<file path="src/rtl/cfg_i2c_pkg.sv">
package cfg_i2c_pkg;

    typedef enum logic [3:0] {
        S_IDLE,
        S_ADDR,
        S_ADDR_ACK,
        S_PTR,
        S_PTR_ACK,
        S_WDATA,
        S_WDATA_ACK,
        S_RDATA,
        S_RDATA_ACK,
        S_IGNORE
    } bus_state_e;

    typedef struct packed {
        bus_state_e st;
        logic [3:0] cnt;
        logic [7:0] sh;
        logic [7:0] tx;
        logic [7:0] ptr;
        logic       rw;
        logic       more;
        logic       oe;
    } fsm_t;

endpackage

</file>
<file path="src/rtl/i2c_line_sync.sv">
module i2c_line_sync #(
    parameter int STAGES = 2
) (
    input  logic clk,
    input  logic rst_n,
    input  logic scl_i,
    input  logic sda_i,
    output logic scl_s,
    output logic sda_s,
    output logic scl_rise,
    output logic scl_fall,
    output logic start_det,
    output logic stop_det
);
    typedef struct packed {
        logic [STAGES-1:0] scl_pipe;
        logic [STAGES-1:0] sda_pipe;
        logic              scl_prev;
        logic              sda_prev;
    } sync_t;

    sync_t d, q;

    always_comb begin
        d          = q;
        d.scl_pipe = {q.scl_pipe[STAGES-2:0], scl_i};
        d.sda_pipe = {q.sda_pipe[STAGES-2:0], sda_i};
        d.scl_prev = q.scl_pipe[STAGES-1];
        d.sda_prev = q.sda_pipe[STAGES-1];
    end

    always_ff @(posedge clk or negedge rst_n) begin
        if (!rst_n) q <= '1;
        else        q <= d;
    end

    assign scl_s     = q.scl_pipe[STAGES-1];
    assign sda_s     = q.sda_pipe[STAGES-1];
    assign scl_rise  = scl_s & ~q.scl_prev;
    assign scl_fall  = ~scl_s & q.scl_prev;
    assign start_det = scl_s & q.scl_prev & q.sda_prev & ~sda_s;
    assign stop_det  = scl_s & q.scl_prev & ~q.sda_prev & sda_s;
endmodule

</file>
<file path="src/rtl/i2c_target_fsm.sv">
module i2c_target_fsm
    import cfg_i2c_pkg::*;
#(
    parameter logic [6:0] DEV_ADDR = 7'h21
) (
    input  logic       clk,
    input  logic       rst_n,
    input  logic       sda_s,
    input  logic       scl_rise,
    input  logic       scl_fall,
    input  logic       start_det,
    input  logic       stop_det,
    input  logic [7:0] rd_data,
    output logic [7:0] rd_addr,
    output logic       wr_en,
    output logic [7:0] wr_addr,
    output logic [7:0] wr_data,
    output logic       sda_oe
);
    fsm_t d, q;

    always_comb begin
        d       = q;
        wr_en   = 1'b0;
        wr_addr = q.ptr;
        wr_data = q.sh;
        if (start_det) begin
            d.st  = S_ADDR;
            d.cnt = 4'd0;
            d.oe  = 1'b0;
        end else if (stop_det) begin
            d.st  = S_IDLE;
            d.cnt = 4'd0;
            d.oe  = 1'b0;
        end else begin
            case (q.st)
                S_ADDR, S_PTR, S_WDATA: begin
                    if (scl_rise && q.cnt < 4'd8) begin
                        d.sh  = {q.sh[6:0], sda_s};
                        d.cnt = q.cnt + 4'd1;
                    end else if (scl_fall && q.cnt == 4'd8) begin
                        d.cnt = 4'd0;
                        if (q.st == S_ADDR) begin
                            if (q.sh[7:1] == DEV_ADDR) begin
                                d.oe = 1'b1;
                                d.rw = q.sh[0];
                                d.st = S_ADDR_ACK;
                            end else begin
                                d.st = S_IGNORE;
                            end
                        end else if (q.st == S_PTR) begin
                            d.ptr = q.sh;
                            d.oe  = 1'b1;
                            d.st  = S_PTR_ACK;
                        end else begin
                            wr_en = 1'b1;
                            d.ptr = q.ptr + 8'd1;
                            d.oe  = 1'b1;
                            d.st  = S_WDATA_ACK;
                        end
                    end
                end
                S_ADDR_ACK: begin
                    if (scl_fall) begin
                        if (q.rw) begin
                            d.oe  = ~rd_data[7];
                            d.tx  = {rd_data[6:0], 1'b1};
                            d.cnt = 4'd1;
                            d.st  = S_RDATA;
                        end else begin
                            d.oe = 1'b0;
                            d.st = S_PTR;
                        end
                    end
                end
                S_PTR_ACK, S_WDATA_ACK: begin
                    if (scl_fall) begin
                        d.oe = 1'b0;
                        d.st = S_WDATA;
                    end
                end
                S_RDATA: begin
                    if (scl_fall) begin
                        if (q.cnt == 4'd8) begin
                            d.oe  = 1'b0;
                            d.cnt = 4'd0;
                            d.ptr = q.ptr + 8'd1;
                            d.st  = S_RDATA_ACK;
                        end else begin
                            d.oe  = ~q.tx[7];
                            d.tx  = {q.tx[6:0], 1'b1};
                            d.cnt = q.cnt + 4'd1;
                        end
                    end
                end
                S_RDATA_ACK: begin
                    if (scl_rise) begin
                        d.more = ~sda_s;
                    end else if (scl_fall) begin
                        if (q.more) begin
                            d.oe  = ~rd_data[7];
                            d.tx  = {rd_data[6:0], 1'b1};
                            d.cnt = 4'd1;
                            d.st  = S_RDATA;
                        end else begin
                            d.st = S_IGNORE;
                        end
                    end
                end
                default: ;
            endcase
        end
    end

    always_ff @(posedge clk or negedge rst_n) begin
        if (!rst_n) begin
            q    <= '0;
            q.st <= S_IDLE;
        end else begin
            q <= d;
        end
    end

    assign rd_addr = q.ptr;
    assign sda_oe  = q.oe;
endmodule

</file>
<file path="src/rtl/cfg_regbank.sv">
module cfg_regbank #(
    parameter int                  NREG        = 8,
    parameter logic [NREG*8-1:0]   RESET_IMAGE = 64'h4B3D_7059_4866_E1A0,
    parameter logic [NREG*8-1:0]   RO_MASK     = 64'h8000_0000_0000_0000
) (
    input  logic              clk,
    input  logic              rst_n,
    input  logic              wr_en,
    input  logic [7:0]        wr_addr,
    input  logic [7:0]        wr_data,
    input  logic [7:0]        rd_addr,
    output logic [7:0]        rd_data,
    input  logic              load_strobe,
    input  logic [NREG*8-1:0] load_data,
    output logic [NREG*8-1:0] regs_o
);
    localparam int         IDXW   = (NREG > 1) ? $clog2(NREG) : 1;
    localparam logic [7:0] NREG_B = 8'(NREG);

    logic [NREG-1:0][7:0] regs_d, regs_q;
    logic [NREG-1:0][7:0] ro_a;
    logic [IDXW-1:0]      widx, ridx;

    assign ro_a = RO_MASK;
    assign widx = wr_addr[IDXW-1:0];
    assign ridx = rd_addr[IDXW-1:0];

    always_comb begin
        regs_d = regs_q;
        if (load_strobe) begin
            regs_d = load_data;
        end else if (wr_en && wr_addr < NREG_B) begin
            regs_d[widx] = (wr_data & ~ro_a[widx]) | (regs_q[widx] & ro_a[widx]);
        end
    end

    always_ff @(posedge clk or negedge rst_n) begin
        if (!rst_n) regs_q <= RESET_IMAGE;
        else        regs_q <= regs_d;
    end

    assign rd_data = (rd_addr < NREG_B) ? regs_q[ridx] : 8'hFF;
    assign regs_o  = regs_q;
endmodule

</file>
<file path="src/rtl/cfg_i2c_target.sv">
module cfg_i2c_target
    import cfg_i2c_pkg::*;
#(
    parameter logic [6:0]        DEV_ADDR    = 7'h21,
    parameter int                NREG        = 8,
    parameter int                SYNC_STAGES = 2,
    parameter logic [NREG*8-1:0] RESET_IMAGE = 64'h4B3D_7059_4866_E1A0,
    parameter logic [NREG*8-1:0] RO_MASK     = 64'h8000_0000_0000_0000
) (
    input  logic              clk,
    input  logic              rst_n,
    input  logic              scl_i,
    input  logic              sda_i,
    output logic              sda_oe,
    input  logic              load_strobe,
    input  logic [NREG*8-1:0] load_data,
    output logic [NREG*8-1:0] regs_o
);
    localparam int REGW = NREG * 8;

    logic       scl_s, sda_s, scl_rise, scl_fall, start_det, stop_det;
    logic       wr_en;
    logic [7:0] wr_addr, wr_data, rd_addr, rd_data;

    i2c_line_sync #(.STAGES(SYNC_STAGES)) u_sync (
        .clk       (clk),
        .rst_n     (rst_n),
        .scl_i     (scl_i),
        .sda_i     (sda_i),
        .scl_s     (scl_s),
        .sda_s     (sda_s),
        .scl_rise  (scl_rise),
        .scl_fall  (scl_fall),
        .start_det (start_det),
        .stop_det  (stop_det)
    );

    i2c_target_fsm #(.DEV_ADDR(DEV_ADDR)) u_fsm (
        .clk       (clk),
        .rst_n     (rst_n),
        .sda_s     (sda_s),
        .scl_rise  (scl_rise),
        .scl_fall  (scl_fall),
        .start_det (start_det),
        .stop_det  (stop_det),
        .rd_data   (rd_data),
        .rd_addr   (rd_addr),
        .wr_en     (wr_en),
        .wr_addr   (wr_addr),
        .wr_data   (wr_data),
        .sda_oe    (sda_oe)
    );

    cfg_regbank #(
        .NREG        (NREG),
        .RESET_IMAGE (RESET_IMAGE),
        .RO_MASK     (RO_MASK)
    ) u_bank (
        .clk         (clk),
        .rst_n       (rst_n),
        .wr_en       (wr_en),
        .wr_addr     (wr_addr),
        .wr_data     (wr_data),
        .rd_addr     (rd_addr),
        .rd_data     (rd_data),
        .load_strobe (load_strobe),
        .load_data   (load_data[REGW-1:0]),
        .regs_o      (regs_o)
    );
endmodule

</file>
<file path="config.mk">
export PLATFORM = sky130hd
export DESIGN_NAME = cfg_i2c_target
export DESIGN_NICKNAME = d
export VERILOG_FILES = /design/src/rtl/cfg_i2c_pkg.sv /design/src/rtl/i2c_line_sync.sv /design/src/rtl/i2c_target_fsm.sv /design/src/rtl/cfg_regbank.sv /design/src/rtl/cfg_i2c_target.sv
export SDC_FILE = /design/constraint.sdc
export NUM_CORES = 1
export LEC_CHECK = 0
export BUFFER_PORTS_ARGS = -buffer_cell sky130_fd_sc_hd__buf_2
export CAP_MARGIN = 40
export CORE_MARGIN = 1
export CORE_UTILIZATION = 50
export CTS_BUF_LIST = sky130_fd_sc_hd__clkbuf_16
export DETAILED_ROUTE_END_ITERATION = 16
export PLACE_DENSITY = 0.74
export SLEW_MARGIN = 25
export SYNTH_ARGS = -nofsm -noshare
export SYNTH_HDL_FRONTEND = slang
export SYNTH_SLANG_ARGS = --single-unit
</file>
<file path="constraint.sdc">
create_clock -name clk -period 3.24 [get_ports clk]
set_clock_uncertainty 0.2 [all_clocks]
set_input_delay 0.162 -clock clk [delete_from_list [all_inputs] [get_ports clk]]
set_output_delay 0.162 -clock clk [all_outputs]
set_load 0.01 [all_outputs]
</file>
==> flow_metrics.py <==
metrics = {
    "sta": {
        "holdWs_ns": 0.120,
        "drv_slew": 0,
        "slew_headroom_pct": 45.6,
        "max_freq_mhz": 351,
        "tns_ns": 0,
        "finalSetupViolCount": 0,
        "worstMarginPinSlew_ns": 0.815,
        "hold_viol": 0,
        "fin_crit_ns": 2.85,
        "period_share_pct": 87.9,
        "rsz0062_at_grt": "false",
    },
    "worst_setup_path": {
        "rr_worst_depth": 5,
        "timing.rr.end": "u_bank.regs_o[34]$_DFFE_PN0P_",
        "critPathCaptureType": "register",
        "start_kind": "register",
        "critical_path_class": "reg -> reg",
        "cp.arrival_ns": 2.88,
        "r2r-start": "u_fsm.rd_addr[4]$_DFFE_PN0P_",
        "cp_max_fo": 8,
        "worstPathRequired_ns": 3.27,
        "regToRegSetupSlack_ns": 0.39,
    },
    "synth": {
        "yosysSeqAreaShare_pct": 43.1,
        "syn_area_um2": 6200,
        "synth_edf_count": 0,
        "synthArstFlopShare_pct": 100,
        "avgSynthCellArea_um2": 10.9,
        "synth_top_flop_cell": "dfrtp_1",
        "yosysWarnings": 0,
        "synth.net_count": 643,
        "ys_ff_latch": 105,
        "synthCells": 570,
        "yosysUniqueCellTypes": 67,
    },
    "placed_design": {
        "hpwl_mm": 12.5,
        "placed_cell_area_um2": 7060,
        "gp_congestion": 0.883,
        "io_buffer_count": 133,
    },
    "hold_path": {
        "min_from": "load_strobe",
        "min_path_cells": 3,
        "min_path_type": "in -> reg",
        "hold_end": "u_bank.regs_o[62]$_DFFE_PN1P_",
    },
    "clock_tree": {
        "clk_pin_slew_ns": 0.07,
        "cts_sinks": 105,
        "cts-root-buf": "clkbuf_16",
        "cts_buffers": 9,
        "cts_buffer_depth": 2,
        "cts-resized-gates": 0,
        "cts_setup_buffers": 0,
        "clock_latency_ns": 0.35,
        "cts_max_level": 3,
        "cts_tree": "yes",
    },
    "power_and_ir_drop": {
        "ir_worst_vdd_uv": 327,
        "power_density_nw_per_um2": 515,
        "power.switching_w": 0.00144,
        "clockPowerShare_pct": 24.2,
        "intPower_w": 0.00268,
        "combPwrFrac_pct": 30.8,
        "swShare_pct": 34.9,
        "pwr-share-seq_pct": 45.0,
        "p_leak_nw": 3.42,
    },
    "final_layout": {
        "multi_input_area_um2": 3310,
        "area_growth_pct": 29.0,
        "fin_nets": 830,
        "final_common_cell": "buf_2",
        "drive_above_1_share_pct": 43.0,
        "seqCellArea_um2": 2670,
        "layout_common_cells": "buf_2 (132), mux2_2 (104), dfrtp_1 (71), dlygate4sd3_1 (67)",
        "fillCellCount": 876,
        "final_area_um2": 8000,
        "num_antenna_cells": 0,
    },
    "drt": {
        "num_vias": 5606,
        "wirelength_mm": 19.2,
        "wl_per_cell_um": 20.7,
        "dr.first_iter.drc_count": 342,
        "first_pass_iters": 6,
        "via_per_inst": 6.03,
        "drc_errors": 0,
        "antenna_left": 0,
    },
    "die": {
        "die_area_um2": 12800,
        "pin_count": 134,
        "die_w_um": 113,
        "core-area_um2": 12100,
        "initial_core_util_pct": 51.4,
        "fp-row-count": 40,
        "dieHeight_um": 113,
    },
    "global_route": {
        "antenna_found_initial": 0,
        "grtUsageTotal_pct": 30.9,
        "grt_pass1_wl_mm": 30.4,
        "grt_pass1_vias": 5588,
        "grt_max_degree": 55,
        "gr-total-overflow": 0,
    },
    "run_status": {
        "status": "completed",
    },
    "job": {
        "drv_cap": 0,
    },
}
==> kinds of logic (layout without fill, tap and decap cells) <==
| family | after synthesis | in the layout | share of synthesized area [%] |
|---|---|---|---|
| and+or+nand+nor | 167 | 167 | 15.0 |
| muxes | 137 | 137 | 26.8 |
| DFF | 105 | 105 | 43.1 |
| AOI/OAI and AO/OA | 103 | 103 | 10.5 |
| buffers and inverters | 52 | 244 | 3.49 |
| adders and majority gates | 4 | 4 | 0.807 |
| xor gates and xnor gates | 2 | 2 | 0.283 |
==> worst max path at each step <==
stage | end | slack [ns] | startpoint | cells after the start
after floorplan | u_bank.regs_o[49]$_DFFE_PN0P_ | 0.59 | u_sync.q[1]$_DFF_PN1_ | 7
after global placement | u_bank.regs_o[54]$_DFFE_PN0P_ | 0.56 | u_fsm.q[33]$_DFFE_PN0P_ | 5
after detailed placement | u_bank.regs_o[20]$_DFFE_PN0P_ | 0.50 | u_fsm.q[33]$_DFFE_PN0P_ | 7
after CTS | u_bank.regs_o[2]$_DFFE_PN0P_ | 0.48 | u_fsm.rd_addr[5]$_DFFE_PN0P_ | 5
after global routing | u_bank.regs_o[4]$_DFFE_PN0P_ | 0.28 | u_fsm.rd_addr[4]$_DFFE_PN0P_ | 5
final | u_bank.regs_o[34]$_DFFE_PN0P_ | 0.39 | u_fsm.rd_addr[4]$_DFFE_PN0P_ | 5
==> power by group through the flow <==
stage               clock, W  combinational, W  sequential [W]
CTS                  0.00101           0.00125         0.00184
detailed placement         0           0.00118         0.00186
finish              0.000997           0.00127         0.00186
floorplan                  0          0.000872         0.00173
global placement           0           0.00116         0.00185
global route         0.00105           0.00138         0.00188
==> critical path: stages (launching register included) <==
cell     delay [ns]
dfrtp_1        0.44
nor4_1         0.52
and4_1         0.38
and4_1         0.51
mux2_2         0.41
mux2_2         0.27
==> Yosys cell counts (3+ instances only) <==
library cell | count | area, um^2
nand4_1 | 5 | 31.3
mux2_2 | 104 | 1170
nor3_1 | 12 | 60.1
nand3b_1 | 5 | 37.5
and3_1 | 3 | 18.8
a2bb2oi_1 | 4 | 35.0
nand2_1 | 40 | 150
nor2_1 | 25 | 93.8
mux4_2 | 10 | 225
clkbuf_1 | 34 | 128
and2_1 | 6 | 37.5
and4_1 | 4 | 35.0
inv_1 | 6 | 22.5
a31oi_1 | 3 | 18.8
dfrtp_1 | 71 | 1780
nand2b_1 | 10 | 62.6
a221oi_1 | 3 | 26.3
o22a_1 | 3 | 26.3
nor2b_1 | 11 | 68.8
a21oi_1 | 19 | 95.1
nor3b_1 | 5 | 37.5
nor4_1 | 7 | 43.8
mux2_4 | 7 | 105
mux2i_1 | 16 | 160
nand4b_1 | 3 | 26.3
o31ai_1 | 3 | 22.5
o21ai_0 | 40 | 200
buf_2 | 5 | 25.0
nand3_1 | 14 | 70.1
o22ai_1 | 4 | 25.0
a22oi_1 | 4 | 30.0
buf_1 | 4 | 15.0
ha_1 | 4 | 50.1
dfstp_2 | 34 | 893
==> layout make-up <==
class / count / share of cell area [%]
timing repair buffer: 221 / 19.0
clock inverter: 7 / 0.422
sequential: 105 / 33.4
clock buffer: 9 / 2.82
inverter: 7 / 0.329
multi-input combinational: 413 / 41.4
tap: 168 / 2.63
==> per-stage QoR <==
step	power, W	cells	worst slack (ns)	util, %
3_3_place_gp	0.00302	846	0.564	58.5
2_1_floorplan	0.00260	570	0.591	-
5_1_grt	0.00432	930	0.284	66.3
4_1_cts	0.00411	929	0.483	66.3
6_report	0.00412	930	0.393	66.3
3_5_place_dp	0.00304	846	0.500	58.5
==> timing repair <==
| item | 4_1_cts | 5_1_grt |
|---|---|---|
| hold endpoints to repair | 103 | 0 |
| endpoints found under the setup margin | 0 | 0 |
| hold buffers | 67 | 0 |
==> routing by layer <==
layer,global-route usage (%),share of wire (%),wire [um],vias to the layer above
li1,-,-,-,2482
met1,40.3,39,7520,2720
met2,51.0,49,9430,346
met3,4.28,8.0,1540,58
met4,14.9,3.8,724,0
met5,0,0,0,-
==> flip-flops by register name (all words and copies together) (netlist names), 2 cells and up <==
name	cells
u_fsm.rd_addr	8
u_fsm.q	18
u_fsm.wr_data	8
u_sync.q	2
u_bank.regs_o	64
u_sync.d	2
No activity file was read; power rests on OpenSTA's default activity.
